[src/rtl/stk_pkg.sv]
package stk_pkg;
  typedef enum logic [1:0] {
    OP_PUSH = 2'd0,
    OP_POP  = 2'd1,
    OP_ADD  = 2'd2,
    OP_MUL  = 2'd3
  } stk_op_e;

  typedef enum logic {
    ST_IDLE = 1'b0,
    ST_EXEC = 1'b1
  } stk_state_e;
endpackage

[src/rtl/stk_store.sv]
module stk_store #(
  parameter int W     = 16,
  parameter int DEPTH = 8,
  parameter int AW    = 3
) (
  input  logic          clk,
  input  logic          rst_n,
  input  logic          wr_en,
  input  logic [AW-1:0] wr_idx,
  input  logic [W-1:0]  wr_data,
  input  logic [AW-1:0] rd_idx_a,
  input  logic [AW-1:0] rd_idx_b,
  output logic [W-1:0]  rd_a,
  output logic [W-1:0]  rd_b
);
  logic [W-1:0] slots [DEPTH];

  for (genvar g = 0; g < DEPTH; g++) begin : g_slot
    logic [W-1:0] q;
    always_ff @(posedge clk or negedge rst_n) begin
      if (!rst_n)                                  q <= '0;
      else if (wr_en && (wr_idx == AW'(g)))        q <= wr_data;
    end
    assign slots[g] = q;
  end

  assign rd_a = slots[rd_idx_a];
  assign rd_b = slots[rd_idx_b];
endmodule

[src/rtl/stk_alu.sv]
module stk_alu #(
  parameter int W = 16
) (
  input  logic         mul_sel,
  input  logic [W-1:0] lhs,
  input  logic [W-1:0] rhs,
  output logic [W-1:0] y
);
  logic [W-1:0]   sum;
  logic [2*W-1:0] prod;

  assign sum  = lhs + rhs;
  assign prod = {{W{1'b0}}, lhs} * {{W{1'b0}}, rhs};
  assign y    = mul_sel ? prod[W-1:0] : sum;
endmodule

[src/rtl/stk_ctrl.sv]
module stk_ctrl
  import stk_pkg::*;
#(
  parameter int W     = 16,
  parameter int DEPTH = 8,
  parameter int AW    = 3,
  parameter int CW    = 4
) (
  input  logic          clk,
  input  logic          rst_n,
  input  logic          cmd_valid,
  output logic          cmd_ready,
  input  logic [1:0]    cmd_op,
  input  logic [W-1:0]  cmd_data,
  input  logic [W-1:0]  top_val,
  input  logic [W-1:0]  alu_y,
  output logic [AW-1:0] top_idx,
  output logic [AW-1:0] next_idx,
  output logic          wr_en,
  output logic [AW-1:0] wr_idx,
  output logic [W-1:0]  wr_data,
  output logic          mul_sel,
  output logic [W-1:0]  res_data,
  output logic          done,
  output logic          status,
  output logic [CW-1:0] level
);
  stk_state_e    state;
  stk_op_e       op_q;
  logic [W-1:0]  data_q;
  logic [CW-1:0] cnt, nxt_cnt;
  logic          fail;
  logic [W-1:0]  out_val;

  assign cmd_ready = (state == ST_IDLE);
  assign level     = cnt;
  assign top_idx   = AW'(cnt - CW'(1));
  assign next_idx  = AW'(cnt - CW'(2));
  assign mul_sel   = (op_q == OP_MUL);

  always_comb begin
    wr_en   = 1'b0;
    wr_idx  = '0;
    wr_data = data_q;
    fail    = 1'b0;
    nxt_cnt = cnt;
    out_val = '0;
    if (state == ST_EXEC) begin
      case (op_q)
        OP_PUSH: begin
          if (cnt == CW'(DEPTH)) fail = 1'b1;
          else begin
            wr_en   = 1'b1;
            wr_idx  = AW'(cnt);
            wr_data = data_q;
            nxt_cnt = cnt + CW'(1);
            out_val = data_q;
          end
        end
        OP_POP: begin
          if (cnt == '0) fail = 1'b1;
          else begin
            out_val = top_val;
            nxt_cnt = cnt - CW'(1);
          end
        end
        default: begin
          if (cnt < CW'(2)) fail = 1'b1;
          else begin
            wr_en   = 1'b1;
            wr_idx  = next_idx;
            wr_data = alu_y;
            nxt_cnt = cnt - CW'(1);
            out_val = alu_y;
          end
        end
      endcase
    end
  end

  always_ff @(posedge clk or negedge rst_n) begin
    if (!rst_n) begin
      state    <= ST_IDLE;
      op_q     <= OP_PUSH;
      data_q   <= '0;
      cnt      <= '0;
      done     <= 1'b0;
      status   <= 1'b0;
      res_data <= '0;
    end else begin
      done <= 1'b0;
      case (state)
        ST_IDLE: if (cmd_valid) begin
          op_q   <= stk_op_e'(cmd_op);
          data_q <= cmd_data;
          state  <= ST_EXEC;
        end
        default: begin
          state    <= ST_IDLE;
          cnt      <= nxt_cnt;
          done     <= 1'b1;
          status   <= fail;
          res_data <= out_val;
        end
      endcase
    end
  end
endmodule

[src/rtl/stk_calc.sv]
module stk_calc #(
  parameter int W     = 16,
  parameter int DEPTH = 8
) (
  input  logic         clk,
  input  logic         rst_n,
  input  logic         cmd_valid,
  output logic         cmd_ready,
  input  logic [1:0]   cmd_op,
  input  logic [W-1:0] cmd_data,
  output logic [W-1:0] res_data,
  output logic         done,
  output logic         status
);
  localparam int AW = (DEPTH > 1) ? $clog2(DEPTH) : 1;
  localparam int CW = $clog2(DEPTH + 1);

  logic [AW-1:0] top_idx, next_idx, wr_idx;
  logic          wr_en, mul_sel;
  logic [W-1:0]  wr_data, top_val, next_val, alu_y;
  logic [CW-1:0] level;

  stk_store #(.W(W), .DEPTH(DEPTH), .AW(AW)) u_store (
    .clk(clk), .rst_n(rst_n), .wr_en(wr_en), .wr_idx(wr_idx), .wr_data(wr_data),
    .rd_idx_a(top_idx), .rd_idx_b(next_idx), .rd_a(top_val), .rd_b(next_val)
  );

  stk_alu #(.W(W)) u_alu (
    .mul_sel(mul_sel), .lhs(next_val), .rhs(top_val), .y(alu_y)
  );

  stk_ctrl #(.W(W), .DEPTH(DEPTH), .AW(AW), .CW(CW)) u_ctrl (
    .clk(clk), .rst_n(rst_n), .cmd_valid(cmd_valid), .cmd_ready(cmd_ready),
    .cmd_op(cmd_op), .cmd_data(cmd_data), .top_val(top_val), .alu_y(alu_y),
    .top_idx(top_idx), .next_idx(next_idx), .wr_en(wr_en), .wr_idx(wr_idx),
    .wr_data(wr_data), .mul_sel(mul_sel), .res_data(res_data), .done(done),
    .status(status), .level(level)
  );
endmodule

[config.mk]
export PLATFORM = sky130hd
export DESIGN_NAME = stk_calc
export DESIGN_NICKNAME = d
export VERILOG_FILES = /design/src/rtl/stk_pkg.sv /design/src/rtl/stk_store.sv /design/src/rtl/stk_alu.sv /design/src/rtl/stk_ctrl.sv /design/src/rtl/stk_calc.sv
export SDC_FILE = /design/constraint.sdc
export NUM_CORES = 1
export LEC_CHECK = 0
export ABC_AREA = 1
export BUFFER_PORTS_ARGS = -buffer_cell sky130_fd_sc_hd__buf_2
export CORE_MARGIN = 3
export CORE_UTILIZATION = 30
export DETAILED_ROUTE_END_ITERATION = 10
export PLACE_DENSITY_LB_ADDON = 0.3
export SETUP_SLACK_MARGIN = 0.1
export SLEW_MARGIN = 20
export SYNTH_ARGS = -nofsm -noshare
export SYNTH_HDL_FRONTEND = slang
export SYNTH_SLANG_ARGS = --single-unit
[constraint.sdc]
create_clock -name clk -period 7.4 [get_ports clk]
set_input_delay 1.48 -clock clk [delete_from_list [all_inputs] [get_ports clk]]
set_output_delay 1.48 -clock clk [all_outputs]
set_load 0.01 [all_outputs]
# Yosys cells after proc, flatten, opt, wreduce, memory -nomap -nowiden
# Index checks and enable logic that the tools add are counted.
[totals]
wordCells = 86
in_bits = 21
output_inout_bits = 19
ff_bits = 169
[op_classes]
multipliers = 1
bitwise = 3
eq_ne = 13
muxes = 33
n_reduce_logical = 14
magnitude_cmp = 3
addsub = 4
[op_table]
columns = ["operator", "count"]
rows = [
  ["$mux W16", 11],
  ["$bmux W16 S3", 2],
  ["$pmux W16 S2", 1],
  ["$add A16 B16 Y16", 1],
  ["$mul A16 B16 Y16", 1],
  ["$eq A3 B3 Y1 const B", 4],
  ["$mux W4", 3],
  ["$mux W1", 9],
  ["$mux W3", 3],
  ["$ge A4 B4 Y1 const B", 2],
  ["$logic_and A1 B1 Y1", 8],
  ["$not A3 Y4", 2],
  ["$pmux W4 S2", 1],
  ["$eq A3 B2 Y1 const B", 2],
  ["$pmux W3 S2", 1],
  ["$add A4 B1 Y4 const B", 1],
  ["$eq A4 B4 Y1 const B", 1],
  ["$logic_not A4 Y1", 1],
  ["$lt A4 B2 Y1 const B", 1],
  ["$ne A2 B2 Y1 const B", 2],
  ["$pmux W1 S2", 2],
  ["$reduce_and A4 Y1", 1],
  ["$sub A4 B1 Y4 const B", 1],
  ["$eq A3 B1 Y1 const B", 1],
  ["other kinds (9)", 9],
]

# Depth between registers and ports, before layout
[logic_depth]
ltp_word = 10
mapped_depth = 45
mapped_depth_nobuf = 39

# By module
# Synthesis repeated with hierarchy kept, for this count alone.
[hier_totals]
hier_cells = 2275
area_unflattened_um2 = 15284.7
[modules_own_cells]
columns = ["module", "area_per_inst_um2", "instances", "seq_area_each_um2", "cells_per_inst"]
rows = [
  ["stk_store", 7492.2, 1, 3203.1, 1165],
  ["stk_alu", 5117.4, 1, 0.0, 774],
  ["stk_ctrl", 2675.1, 1, 1026.0, 336],
]

# Worst setup path before layout
# No wires, ideal clock.
[synth_timing]
kind = "register to register"
start = "register u_ctrl.cnt[0], in the netlist u_ctrl.level[0]"
end = "register u_store.g_slot[5].q[14]"
setup_time_ns = 0.083
path_buffers = 6
required_ns = 7.317
period_less_slack_ns = 6.948
setup_slack_ns = 0.452
t_arrival_ns = 6.865
path_stages_with_launch = 41
path_cell_list = "dfrtp_1 > buf_6 > inv_2 > buf_6 > buf_6 > buf_6 > ha_1 > buf_2 > clkbuf_1 > o211ai_1 > nand2_1 > inv_1 > o21ai_4 > clkinv_1 > nor2_1 > fa_1 > fa_1 > ha_1 > [... 5 more ...] > ha_1 > a21oi_1 > o21ai_0 > a21oi_1 > nor2_1 > o21ai_0 > nand2_1 > nand2_1 > nand2_1 > nand2_1 > nand2_1 > a21oi_1 > o21ai_0 > o21ai_0 > nand2_1 > o21ai_1 > nand2_1 > o21ai_0"
[synth_between]
elab_chain_len = 10
word_cells_on_any_way = 28
classes_between = "3 x add/sub; 1 x mul; 1 x order compare; 2 x eq/ne; 18 x mux; 2 x bitwise; 1 x reduce/logical"
[synth_rtl]
columns = ["element", "line", "source"]
rows = [
  ["start: declaration", "stk_ctrl.sv:31", "logic [CW-1:0] cnt, nxt_cnt;"],
  ["start signal: assignment", "stk_ctrl.sv:100", "cnt <= nxt_cnt;"],
  ["$sub A4 B1 Y4 or $sub A3 B2 Y3 (tied branches)", "stk_ctrl.sv:37, stk_ctrl.sv:38", ""],
  ["$not A3 Y4, on equally long branches", "stk_store.sv:27, stk_store.sv:28", ""],
  ["$bmux W16 S3, on equally long branches", "stk_store.sv:27, stk_store.sv:28", ""],
  ["$mux W16, on equally long branches (2 in series)", "stk_store.sv:27, stk_store.sv:28", ""],
  ["$mul A16 B16 Y16 or $add A16 B16 Y16 (tied branches)", "stk_alu.sv:13, stk_alu.sv:12", ""],
  ["$mux W16", "stk_alu.sv:14", "assign y = mul_sel ? prod[W-1:0] : sum;"],
  ["$mux W16", "stk_ctrl.sv:68", "if (cnt < CW'(2)) fail = 1'b1;"],
  ["$mux W16", "-", ""],
  ["$mux W16", "stk_ctrl.sv:48", "if (state == ST_EXEC) begin"],
  ["end signal: assignment", "stk_store.sv:22", "else if (wr_en && (wr_idx == AW'(g))) q <= wr_data;"],
  ["end: declaration", "stk_store.sv:19", "logic [W-1:0] q;"],
]
# Parallel ways exist; a longest one is shown, timed or not. The select of a mux whose other input is x is not followed.
# A chain may end at the register's enable or synchronous reset.

# Worst setup path in the final report
[layout_timing]
start = "register u_ctrl.cnt[0], in the netlist u_ctrl.level[0]"
end = "register u_store.g_slot[5].q[15]"
# The elaborated chain is that of the path after synthesis.

==> flow_summary.ini <==
[grt]
antenna_found_initial = 0
grt_pass1_wl_um = 77900
overflow = 0
grt_pass1_vias = 13385
grt_util_all_layers_pct = 19.9
grt_max_degree = 162

[timing]
rsz0062_at_grt = true
finalHoldViolCount = 0
slew_viol_final = 0
whs_ns = 0.493
setup_viol = 0
fin_crit_sh_pct = 95.1
fmax_mhz = 142
fin_skew_ns = 0.0125
tightest_slew_ns = 1.13
fin_ws_ns = 0.360
slew_headroom_pct = 24.3
fin_crit_ns = 7.04

[logic_synthesis]
yosys_warnings = 0
yosysUniqueCellTypes = 41
syn_inst = 2070
synth.top_cell.area_share_pct = 29.4
syn_nets = 2243
yosysMostFrequentCell = nand2_1
ys.flop_type = dfrtp_1
ys_seq_area_share_pct = 29.4
synth_common_cells = 692 x nand2_1, 338 x inv_1, 181 x o21ai_0
syn-mean-instance-area_sq_um = 6.95
synth_edf_count = 0
ys_ff_latch = 169
postSynth.asyncResetShare_pct = 100
syn_area_sq_um = 14400
synth_top_cells_by_area = dfrtp_1 29%, nand2_1 18%, fa_1 11%
yosys.area.top_type = dfrtp_1

[floorplanning]
initial_utilization_pct = 30.6
design.portCount = 40
die_y_um = 225
die_area_sq_um = 50600
die_w_um = 225
rows = 79
core_sq_um = 47000

[setup_path]
r2r_start = u_ctrl.level[0]$_DFFE_PN0P_
arrival_ns = 7.41
critPathLaunch = u_ctrl.level[0]$_DFFE_PN0P_
cpPeakStageDelay_ns = 0.56
endpoint_kind = flop
r2r_slack_ns = 0.36
start_kind = flop
path_max_fanout = 80
crit_required_ns = 7.77
criticalPathCategory = reg2reg
worstReg2RegEnd = u_store.g_slot[5].q[15]$_DFFE_PN0P_
crit_slowest_cell = fa_1
rr_worst_depth = 30

[detailed_routing]
drtIter0Drc = 1219
first_pass_iters = 7
routed_wirelength_um = 51000
drc_errors = 0
viasPerCell = 4.99
wl_per_cell_um = 18.6
drtAntennaViolNets = 0
wl_met1_um = 22600
wl_met3_um = 2810
dr_wl_met2_um = 24100
vias = 13700
top_layer = met4

[clock_network]
cts-buffers-inserted = 17
clkSinkCount = 169
clock_latency_ns = 0.44
cts_hold_buf = 0
clk_pin_slew_worst_paths_ns = 0.07
clock_path_buffers = 2
cts_tree = done
cts-htree-levels = 4
root_buffer = clkbuf_16

[min_path]
hold_start = u_store.g_slot[0].q[15]$_DFFE_PN0P_
hold_depth = 2
whs_endpoint = u_store.g_slot[0].q[15]$_DFFE_PN0P_
holdCritPathClass = reg2reg

[final_layout]
nets = 2296
syn_to_final_growth_pct = 15.5
n_antenna_cell = 0
fillers = 4940
drive_gt1_share_pct = 11.0

[placement]
dp_slack_ns = -0.00736
port_buffers = 39
dp_hpwl_um = 36600
finalWeightedCongestion = 0.956

[run]
maxCapViolCount = 0

[outcome]
status = complete, no violations
## worst max-delay path: cells and delay by family, from the launching register on
kind / cells / cell delay, ns
buf+inv: 7 / 0.79
compound gates: 5 / 1.29
fa+ha+maj: 7 / 3.35
flops: 1 / 0.53
simple gates: 11 / 0.96
## per-stage QoR
| stage | area [sq um] | utilization [%] | setup TNS, ns | cells |
|---|---|---|---|---|
| global placement | 15500 | 33.0 | 0 | 2691 |
| CTS | 16100 | 34.4 | 0 | 2724 |
| finish | 16600 | 35.4 | 0 | 2743 |
| global route | 16600 | 35.4 | 0 | 2743 |
| detailed placement | 15500 | 33.0 | -0.00736 | 2691 |
| floorplan | 14400 | - | 0 | 2070 |
## cells in the final DEF (no fill, tap or decap), types with 3 or more instances in the layout
cell        Yosys  final
nand2_1       692    687
inv_1         338    326
o21ai_0       181    177
dfrtp_1       169    167
nand3_1       116    115
nor2_1        114    102
fa_1           80     80
buf_4           7     71
ha_1           72     63
a21oi_1        53     50
o211ai_1       44     44
buf_2          36     38
o21ai_1        23     25
clkbuf_16       0     21
o22ai_1        20     19
nand2_2        15     16
inv_2           3     12
xor2_1         10     10
xnor2_1         8      8
a22oi_1         7      7
ha_4            0      7
nor2_2          0      6
nor2_4          0      6
clkinvlp_4      0      5
nand2_4         1      5
buf_12          0      5
inv_8           0      4
o21ai_4         1      4
clkinv_4        0      4
o21ai_2         4      3
clkinv_1        5      3
nor3_1          4      3
o221ai_1        3      3
a21oi_2         0      3
nand3b_1        3      3
inv_6           0      3
clkbuf_8        0      3
buf_6           5      3
## flip-flops by register name, indices dropped and copies added, names as in the netlist
register and count:
u_ctrl.status 1, u_ctrl.state 1, u_ctrl.op_q 2, u_ctrl.level 4, u_ctrl.data_q 16, u_store.g_slot.q 128
u_ctrl.done 1, u_ctrl.res_data 16
## cell families after synthesis
kind of cell	Yosys count	synth area share [%]
AOI/OAI and AO/OA	347	13.6
adders and majority gates	152	17.4
xor gates and xnor gates	20	1.32
DFF	169	29.4
and+or+nand+nor	947	26.2
buffers and inverters	435	12.1
## routing by layer
metal,up-vias,track usage [%]
met1,6609,27.0
met4,0,6.70
met5,-,0
met2,454,32.9
met3,75,2.54
li1,6562,-
## final cells by class
| class | instances | area, sq um | share of cell area [%] |
|---|---|---|---|
| clock buffer | 20 | 467 | 2.81 |
| clock inverter | 12 | 108 | 0.648 |
| inverter | 346 | 1320 | 7.95 |
| multi-input combinational | 1466 | 8710 | 52.4 |
| sequential | 169 | 4230 | 25.5 |
| tap | 607 | 759 | 4.57 |
| timing repair buffer | 123 | 1010 | 6.09 |
## repair_timing
action,in CTS,in global routing
buffers inserted,1,15
cloned,0,4
resized for setup,6,64
setup endpoints to repair,31,52
hold endpoints to repair,0,0
pin swaps,0,14
## worst max path at each step
| stage | slack (ns) | end |
|---|---|---|
| after detailed placement | -0.007 | u_store.g_slot[5].q[14]$_DFFE_PN0P_ |
| final | 0.36 | u_store.g_slot[5].q[15]$_DFFE_PN0P_ |
| after global routing | 0.04 | u_store.g_slot[2].q[15]$_DFFE_PN0P_ |
| after floorplan | 0.45 | u_store.g_slot[5].q[14]$_DFFE_PN0P_ |
| after global placement | 0.06 | u_store.g_slot[3].q[15]$_DFFE_PN0P_ |
| after CTS | 0.16 | u_store.g_slot[1].q[12]$_DFFE_PN0P_ |
Power is left out: the tool's default activity adds up to more than one toggle a clock period on the data nets, which glitch-free logic cannot reach.
